**config.mk**
```make
export PLATFORM = sky130hd
export DESIGN_NAME = irq_mask_regs
export DESIGN_NICKNAME = d
export VERILOG_FILES = /design/src/rtl/irq_mask_pkg.sv /design/src/rtl/irq_rst_sync.sv /design/src/rtl/irq_status_bank.sv /design/src/rtl/irq_mask_bank.sv /design/src/rtl/irq_level_gen.sv /design/src/rtl/irq_mask_regs.sv
export SDC_FILE = /design/constraint.sdc
export NUM_CORES = 1
export LEC_CHECK = 0
export BUFFER_PORTS_ARGS = -buffer_cell sky130_fd_sc_hd__buf_4
export CAP_MARGIN = 15
export CELL_PAD_IN_SITES_DETAIL_PLACEMENT = 0
export CELL_PAD_IN_SITES_GLOBAL_PLACEMENT = 1
export CORE_UTILIZATION = 45
export CTS_BUF_LIST = sky130_fd_sc_hd__clkbuf_8 sky130_fd_sc_hd__clkbuf_16
export DETAILED_ROUTE_END_ITERATION = 12
export PLACE_DENSITY = 0.88
export SLEW_MARGIN = 20
export SYNTH_ARGS = -nofsm -noshare
export SYNTH_HDL_FRONTEND = slang
export SYNTH_HIERARCHICAL = 1
export SYNTH_SLANG_ARGS = --single-unit
```
**constraint.sdc**
```tcl
create_clock -name clk -period 4.9 [get_ports clk]
set_input_delay 0.735 -clock clk [delete_from_list [all_inputs] [get_ports clk]]
set_output_delay 0.735 -clock clk [all_outputs]
set_load 0.02 [all_outputs]
```
**src/rtl/irq_mask_pkg.sv**
```systemverilog
package irq_mask_pkg;
  localparam int ADDR_W = 3;
  localparam logic [ADDR_W-1:0] OFF_STATUS = 3'd0;
  localparam logic [ADDR_W-1:0] OFF_MASK   = 3'd1;
  localparam logic [ADDR_W-1:0] OFF_UNMASK = 3'd2;
  localparam logic [ADDR_W-1:0] OFF_MSET   = 3'd3;
  localparam logic [ADDR_W-1:0] OFF_INJECT = 3'd4;
endpackage

```
**src/rtl/irq_rst_sync.sv**
```systemverilog
module irq_rst_sync #(
  parameter int STAGES = 2
) (
  input  logic clk,
  input  logic rst_ni,
  output logic srst_no
);
  logic [STAGES-1:0] sync_q;

  always_ff @(posedge clk or negedge rst_ni) begin
    if (!rst_ni) sync_q <= '0;
    else         sync_q <= {sync_q[STAGES-2:0], 1'b1};
  end

  assign srst_no = sync_q[STAGES-1];
endmodule

```
**src/rtl/irq_status_bank.sv**
```systemverilog
module irq_status_bank #(
  parameter int DATA_W = 32
) (
  input  logic              clk,
  input  logic              srst_ni,
  input  logic              clr_we,
  input  logic              inj_we,
  input  logic [DATA_W-1:0] wdata,
  input  logic [DATA_W-1:0] evt_i,
  output logic [DATA_W-1:0] status_d,
  output logic [DATA_W-1:0] status_q
);
  logic [DATA_W-1:0] clr_bits;
  logic [DATA_W-1:0] set_bits;
  logic              st_en;

  always_comb begin
    clr_bits = clr_we ? wdata : '0;
    set_bits = evt_i | (inj_we ? wdata : '0);
    // set terms are applied after the clear so a same-cycle event wins
    status_d = (status_q & ~clr_bits) | set_bits;
    st_en    = clr_we | inj_we | (|evt_i);
  end

  always_ff @(posedge clk or negedge srst_ni) begin
    if (!srst_ni)   status_q <= '0;
    else if (st_en) status_q <= status_d;
  end
endmodule

```
**src/rtl/irq_mask_bank.sv**
```systemverilog
module irq_mask_bank #(
  parameter int DATA_W = 32
) (
  input  logic              clk,
  input  logic              srst_ni,
  input  logic              unmask_we,
  input  logic              mset_we,
  input  logic [DATA_W-1:0] wdata,
  output logic [DATA_W-1:0] mask_d,
  output logic [DATA_W-1:0] mask_q
);
  logic mk_en;

  always_comb begin
    mask_d = mask_q;
    if (unmask_we) mask_d = mask_q & ~wdata;
    if (mset_we)   mask_d = mask_q | wdata;
    mk_en = unmask_we | mset_we;
  end

  always_ff @(posedge clk or negedge srst_ni) begin
    if (!srst_ni)   mask_q <= '1;
    else if (mk_en) mask_q <= mask_d;
  end
endmodule

```
**src/rtl/irq_level_gen.sv**
```systemverilog
module irq_level_gen #(
  parameter int DATA_W = 32
) (
  input  logic              clk,
  input  logic              srst_ni,
  input  logic [DATA_W-1:0] status_d,
  input  logic [DATA_W-1:0] mask_d,
  output logic              irq_o
);
  logic irq_d;

  always_comb irq_d = |(status_d & ~mask_d);

  always_ff @(posedge clk or negedge srst_ni) begin
    if (!srst_ni) irq_o <= 1'b0;
    else          irq_o <= irq_d;
  end
endmodule

```
**src/rtl/irq_mask_regs.sv**
```systemverilog
module irq_mask_regs
  import irq_mask_pkg::*;
#(
  parameter int DATA_W = 32
) (
  input  logic              clk,
  input  logic              rst_ni,
  input  logic              bus_we,
  input  logic [ADDR_W-1:0] bus_addr,
  input  logic [DATA_W-1:0] bus_wdata,
  output logic [DATA_W-1:0] bus_rdata,
  input  logic [DATA_W-1:0] evt_i,
  output logic              irq_o
);
  logic              srst_n;
  logic              we_clr, we_unmask, we_mset, we_inj;
  logic [DATA_W-1:0] status_d, status_q;
  logic [DATA_W-1:0] mask_d, mask_q;

  irq_rst_sync #(.STAGES(2)) u_rst (
    .clk(clk), .rst_ni(rst_ni), .srst_no(srst_n)
  );

  always_comb begin
    we_clr    = bus_we && (bus_addr == OFF_STATUS);
    we_unmask = bus_we && (bus_addr == OFF_UNMASK);
    we_mset   = bus_we && (bus_addr == OFF_MSET);
    we_inj    = bus_we && (bus_addr == OFF_INJECT);
  end

  irq_status_bank #(.DATA_W(DATA_W)) u_status (
    .clk(clk), .srst_ni(srst_n), .clr_we(we_clr), .inj_we(we_inj),
    .wdata(bus_wdata), .evt_i(evt_i), .status_d(status_d), .status_q(status_q)
  );

  irq_mask_bank #(.DATA_W(DATA_W)) u_mask (
    .clk(clk), .srst_ni(srst_n), .unmask_we(we_unmask), .mset_we(we_mset),
    .wdata(bus_wdata), .mask_d(mask_d), .mask_q(mask_q)
  );

  irq_level_gen #(.DATA_W(DATA_W)) u_irq (
    .clk(clk), .srst_ni(srst_n), .status_d(status_d), .mask_d(mask_d),
    .irq_o(irq_o)
  );

  always_comb begin
    unique case (bus_addr)
      OFF_STATUS: bus_rdata = status_q;
      OFF_MASK:   bus_rdata = mask_q;
      default:    bus_rdata = '0;
    endcase
  end
endmodule

```
# Word-level counts from Yosys, hierarchy flattened
# Cells that the tools add are included.
[op_classes] n_eq_ne=4 muxes=5 bitwise_logic=12 reduce_logical=7
[op_table] cell="32-bit 2-to-1 mux" n=4
[op_table] cell="32-bit AND" n=3
[op_table] cell="32-bit inverter" n=3
[op_table] cell="32-bit OR" n=3
[op_table] cell="32-bit one-hot mux with 2 select lines" n=1
[op_table] cell="32-bit OR reduction" n=2
[op_table] cell="3-bit by 2-bit equality test with 1-bit output, second input constant" n=2
[op_table] cell="1-bit logical AND" n=4
[op_table] cell="3-bit by 1-bit equality test with 1-bit output, second input constant" n=1
[op_table] cell="3-bit equality test, second input constant" n=1
[op_table] cell="3-bit zero test" n=1
[op_table] cell="1-bit OR" n=3
[totals] ff_bits=67 input_bits=70 output_inout_bits=33 elab_cells=32

# Logic depth before layout (Yosys ltp)
[logic_depth] word_depth=8 mapped_depth=10 mapped_depth_nobuf=7

# Hierarchy
# Netlist, hierarchy kept.
[modules_own_cells] module="irq_status_bank" n_inst=1 cells_per_inst=138 area_per_inst_um2=1696.6 seq_area_each_um2=800.8
[modules_own_cells] module="irq_mask_bank" n_inst=1 cells_per_inst=138 area_per_inst_um2=1657.8 seq_area_each_um2=840.8
[modules_own_cells] module="irq_mask_regs" n_inst=1 cells_per_inst=78 area_per_inst_um2=571.8 seq_area_each_um2=0.0
[modules_own_cells] module="irq_level_gen" n_inst=1 cells_per_inst=54 area_per_inst_um2=276.5 seq_area_each_um2=25.0
[modules_own_cells] module="irq_rst_sync" n_inst=1 cells_per_inst=3 area_per_inst_um2=53.8 seq_area_each_um2=50.0

# Worst setup path after synthesis
# Ideal clock, no wire load.
[synth_timing] path_kind="input to register" startpoint="input bus_addr[0]" endpoint="register u_irq.irq_o" setup_ns=0.140 arrival_ns=2.856 required_ns=4.760 slack_ns=1.905 cell_stages=10 path_buffers=3 path_cell_list="buf_6 buf_6 nor4b_1 buf_6 nand2_1 a221o_2 inv_1 o22ai_1 nor4_1 nand4_1"
[synth_via] elab_chain_cells=8 elab_cells_between_ends=19 classes_between="eq/ne (3); mux (4); bitwise (6); reduce/logical (6)"
[synth_rtl] item="start, declared" line_no="irq_mask_regs.sv:9" text="input logic [ADDR_W-1:0] bus_addr,"
[synth_rtl] item="3-bit zero test" line_no="irq_mask_regs.sv:25" text="we_clr = bus_we && (bus_addr == OFF_STATUS);"
[synth_rtl] item="1-bit logical AND" line_no="irq_mask_regs.sv:25"
[synth_rtl] item="via we_clr" line_no="irq_mask_regs.sv:16" text="logic we_clr, we_unmask, we_mset, we_inj;"
[synth_rtl] item="32-bit 2-to-1 mux" line_no="irq_status_bank.sv:18" text="clr_bits = clr_we ? wdata : '0;"
[synth_rtl] item="32-bit inverter" line_no="irq_status_bank.sv:21" text="status_d = (status_q & ~clr_bits) | set_bits;"
[synth_rtl] item="32-bit AND" line_no="irq_status_bank.sv:21"
[synth_rtl] item="32-bit OR" line_no="irq_status_bank.sv:21"
[synth_rtl] item="via status_d[14]" line_no="irq_mask_regs.sv:17" text="logic [DATA_W-1:0] status_d, status_q;"
[synth_rtl] item="32-bit AND" line_no="irq_level_gen.sv:12" text="always_comb irq_d = |(status_d & ~mask_d);"
[synth_rtl] item="32-bit OR reduction" line_no="irq_level_gen.sv:12"
[synth_rtl] item="via u_irq.irq_d" line_no="irq_level_gen.sv:10" text="logic irq_d;"
[synth_rtl] item="end signal, assigned" line_no="irq_level_gen.sv:16" text="else irq_o <= irq_d;"
[synth_rtl] item="end, declared" line_no="irq_level_gen.sv:8" text="output logic irq_o"
# The timed path passes the listed nets, and every way through them passes these cells.
# A chain may end at the register's enable or synchronous reset.

# Final worst setup path
[layout_timing] startpoint="input bus_addr[0]" endpoint="register u_irq.irq_o"
[layout_via] elab_cells_between_ends=19 classes_between="eq/ne (3); mux (4); bitwise (6); reduce/logical (6)"
[layout_rtl] item="3-bit by 2-bit equality test with 1-bit output" line_no="irq_mask_regs.sv:27" text="we_mset = bus_we && (bus_addr == OFF_MSET);"
[layout_rtl] item="1-bit logical AND" line_no="irq_mask_regs.sv:27"
[layout_rtl] item="via we_mset" line_no="irq_mask_regs.sv:16"
[layout_rtl] item="32-bit 2-to-1 mux" line_no="irq_mask_bank.sv:17" text="if (mset_we) mask_d = mask_q | wdata;"
[layout_rtl] item="via mask_d[9]" line_no="irq_mask_regs.sv:18" text="logic [DATA_W-1:0] mask_d, mask_q;"
[layout_rtl] item="32-bit inverter" line_no="irq_level_gen.sv:12"
[layout_rtl] item="32-bit AND" line_no="irq_level_gen.sv:12"
[layout_rtl] item="32-bit OR reduction" line_no="irq_level_gen.sv:12"
[layout_rtl] item="via u_irq.irq_d" line_no="irq_level_gen.sv:10"
# The timed path passes the listed nets, and every way through them passes these cells.

==> flow_summary_export.csv <==
group,metric,value,unit
synthesis,synth-simple-area-share,0.103,
floorplanning,pin_count,103,
setup_path,start_kind,"input pin",
clocking,clock_tree.buffer_depth,2,
floorplanning,start_util,0.463,
synthesis,yosys.area.top_type,"dfrtp_1",
setup_path,criticalPathCategory,"input pin to flip-flop",
placement,numPortBuffers,102,
floorplanning,die_h,99.3,µm
pwr,leakage,0.00247,µW
worst_hold_path,holdCritPathClass,"input pin to async pin",
synthesis,synthXorXnorAreaFrac,0,
synthesis,synth.yosys.seq_area_share,0.403,
drt,wl,11300,µm
synthesis,synth_edf_count,0,
sta,layout_worst_path_cycle_share,0.613,
synthesis,netlist_area,4260,µm²
sta,hold_violations,0,
clocking,cts.sinks,67,
global_routing,grt_max_degree,66,
global_routing,grt_antenna_before_repair,0,
clocking,cts_hold_repair.buffers,0,
synthesis,yosysMostFrequentCell,"nand2_1",
sta,rsz0062_at_grt,"false",
global_routing,grt_pass1_wl,17800,µm
synthesis,post_synth_fa_ha_maj_area_fraction,0,
sta,setup_viol_count_final,0,
sta,setup_slack,1.90,ns
synthesis,synth_cell_types,23,
layout,nets,574,
synthesis,syn_area_per_cell,10.4,µm²
global_routing,grt_usage,0.231,
synthesis,async_flop_share,1.00,
synthesis,syn_nets,481,
pwr,vdd_ir_drop_max,186,µV
sta,maxSlewHeadroom,0.410,
synthesis,synth_top_family_by_area,"compound AO/OA/AOI/OAI gates",
synthesis,synth_area_leaders,"dfrtp_1 21%, dfstp_2 20%, a221o_2 14%",
layout,diodes,0,
setup_path,cp.required,5.12,ns
drt,drtAntennaViolNets,0,
placement,post-dp-hpwl,7870,µm
sta,final-max-slew-violation-count,0,
synthesis,ys_warn_count,6,
synthesis,ys_seq_elements,67,
layout,num-fill-cells,818,
layout,area_growth_syn_to_layout,22.7,%
layout,multi_input_area,2230,µm²
clocking,cts_tree,"done",
synthesis,synth_compound_area_frac,0.337,
synthesis,synth.top_cell.area_share,0.206,
synthesis,synthFlopType,"dfrtp_1",
clocking,cts_resized,0,
drt,vias,3781,
floorplanning,coreArea,9200,µm²
sta,min_period,3.00,ns
floorplanning,rows,35,
setup_path,crit_path_end_kind,"flip-flop",
synthesis,synthCells,411,
layout,drive_gt1_frac,0.533,
sta,fin_tns_setup,0,ns
placement,place_ws,1.60,ns
setup_path,arrival,3.22,ns
placement,dp.cells,604,
clocking,post-cts-setup-buffer-count,0,
global_routing,grt_pass1_vias,3588,
drt,wire_per_inst,18.3,µm
placement,routabilityCongestion,0.839,
sta,timing.fmax,333,MHz
clocking,root_buffer,"clkbuf_8",
drt,vias_per_cell,6.11,
synthesis,synthMuxAreaShare,0.0752,
synthesis,synth_common_cells,"65 x nand2_1, 54 x a22o_2, 53 x a221o_2",
clocking,clk_latency,0.34,ns
drt,drt-initial-drc-count,232,
clocking,cts_buffers,9,
layout,seq_area,1720,µm²
sta,tightest_slew,0.885,ns
status,outcome,"finished, final reports clean",
floorplanning,die_area,9850,µm²
drt,drc,0,
floorplanning,die_w,99.3,µm
placement,postPlaceCellArea,5030,µm²
pwr,powerDensity,300,nW/µm²
clocking,clk_pin_slew,0.08,ns
setup_path,critPathMaxFanout,48,
global_routing,gr-total-overflow,0,
flow_run,cap_violations,0,
sta,skew,0.00997,ns
drt,dr.pass1.iters,5,
layout,instances_no_fill,619,
clocking,htree_levels,3,
layout,final_area,5220,µm²
[path summary, 6_finish.rpt]
check,startpoint,endpoint,slack [ns],cells after the start
max in group asynchronous,u_rst/sync_q[1],u_status/status_q[29],3.90,1
max reg2reg,u_status/status_q[27],u_irq/irq_o,3.41,5
min reg2reg,u_rst/sync_q[0],u_rst/sync_q[1],0.35,0
min in group clk,u_rst/sync_q[0],u_rst/sync_q[1],0.35,0
min,rst_ni,u_rst/sync_q[1],0.16,1
max,bus_addr[0],u_irq/irq_o,1.90,7
[cell families (layout without fill, tap and decap cells)]
kind of cell	after synthesis	after routing
other	1	1
buffers and inverters	60	157
DFF	67	67
AOI/OAI and AO/OA	144	144
muxes	32	32
and+or+nand+nor	107	107
[sequential cells by signal, indices dropped and copies added, names as in the netlist]
signal,cells
u_rst/sync_q,2
u_irq/irq_o,1
u_mask/mask_q,32
u_status/status_q,32
[placed cells by master (no fill, tap or decap), drive strengths merged]
| cell type | instances |
|---|---|
| nand4 | 1 |
| mux2i | 32 |
| a221o | 64 |
| clkinvlp | 1 |
| dfstp | 32 |
| and4b | 1 |
| nand2 | 65 |
| clkbuf | 10 |
| inv | 33 |
| bufinv | 1 |
| nor4bb | 1 |
| o22ai | 16 |
| clkinv | 2 |
| or2 | 1 |
| nor4 | 4 |
| nor3 | 1 |
| nor2 | 32 |
| a22o | 64 |
| buf | 110 |
| dfrtp | 35 |
| conb | 1 |
| nor4b | 1 |
[area by class of cell]
type	count	share of cell area
timing repair buffer	110	0.158
sequential	67	0.329
inverter	32	0.0230
clock inverter	5	0.0105
clock buffer	10	0.0264
tap	111	0.0266
multi-input combinational	284	0.426
[per-stage QoR]
stage          hold WS (ns)  utilization  power, µW
5_1_grt               0.127        0.568       1650
6_report              0.158        0.568       1570
3_5_place_dp          0.342        0.547       1120
4_1_cts               0.136        0.568       1580
3_3_place_gp          0.337        0.547       1110
2_1_floorplan         0.331            -        968
[worst max-delay path, cell delays in order]
cell	delay (ns)
buf_4	0.51
and4b_2	0.93
buf_4	0.34
a22o_2	0.17
o22ai_1	0.09
nor4_1	0.26
nand4_1	0.13
[power by group]
group | switching [µW] | internal, µW | leakage (µW)
clock | 210 | 244 | 0.0000995
sequential | 59.9 | 664 | 0.000653
combinational | 176 | 214 | 0.00171
total | 446 | 1120 | 0.00247
[layer usage]
layer  wire, µm  track usage
met5          0            0
met4         85       0.0588
met3        586       0.0520
met2       5360        0.363
met1       5270        0.325
No activity file was read; power rests on OpenSTA's default activity.
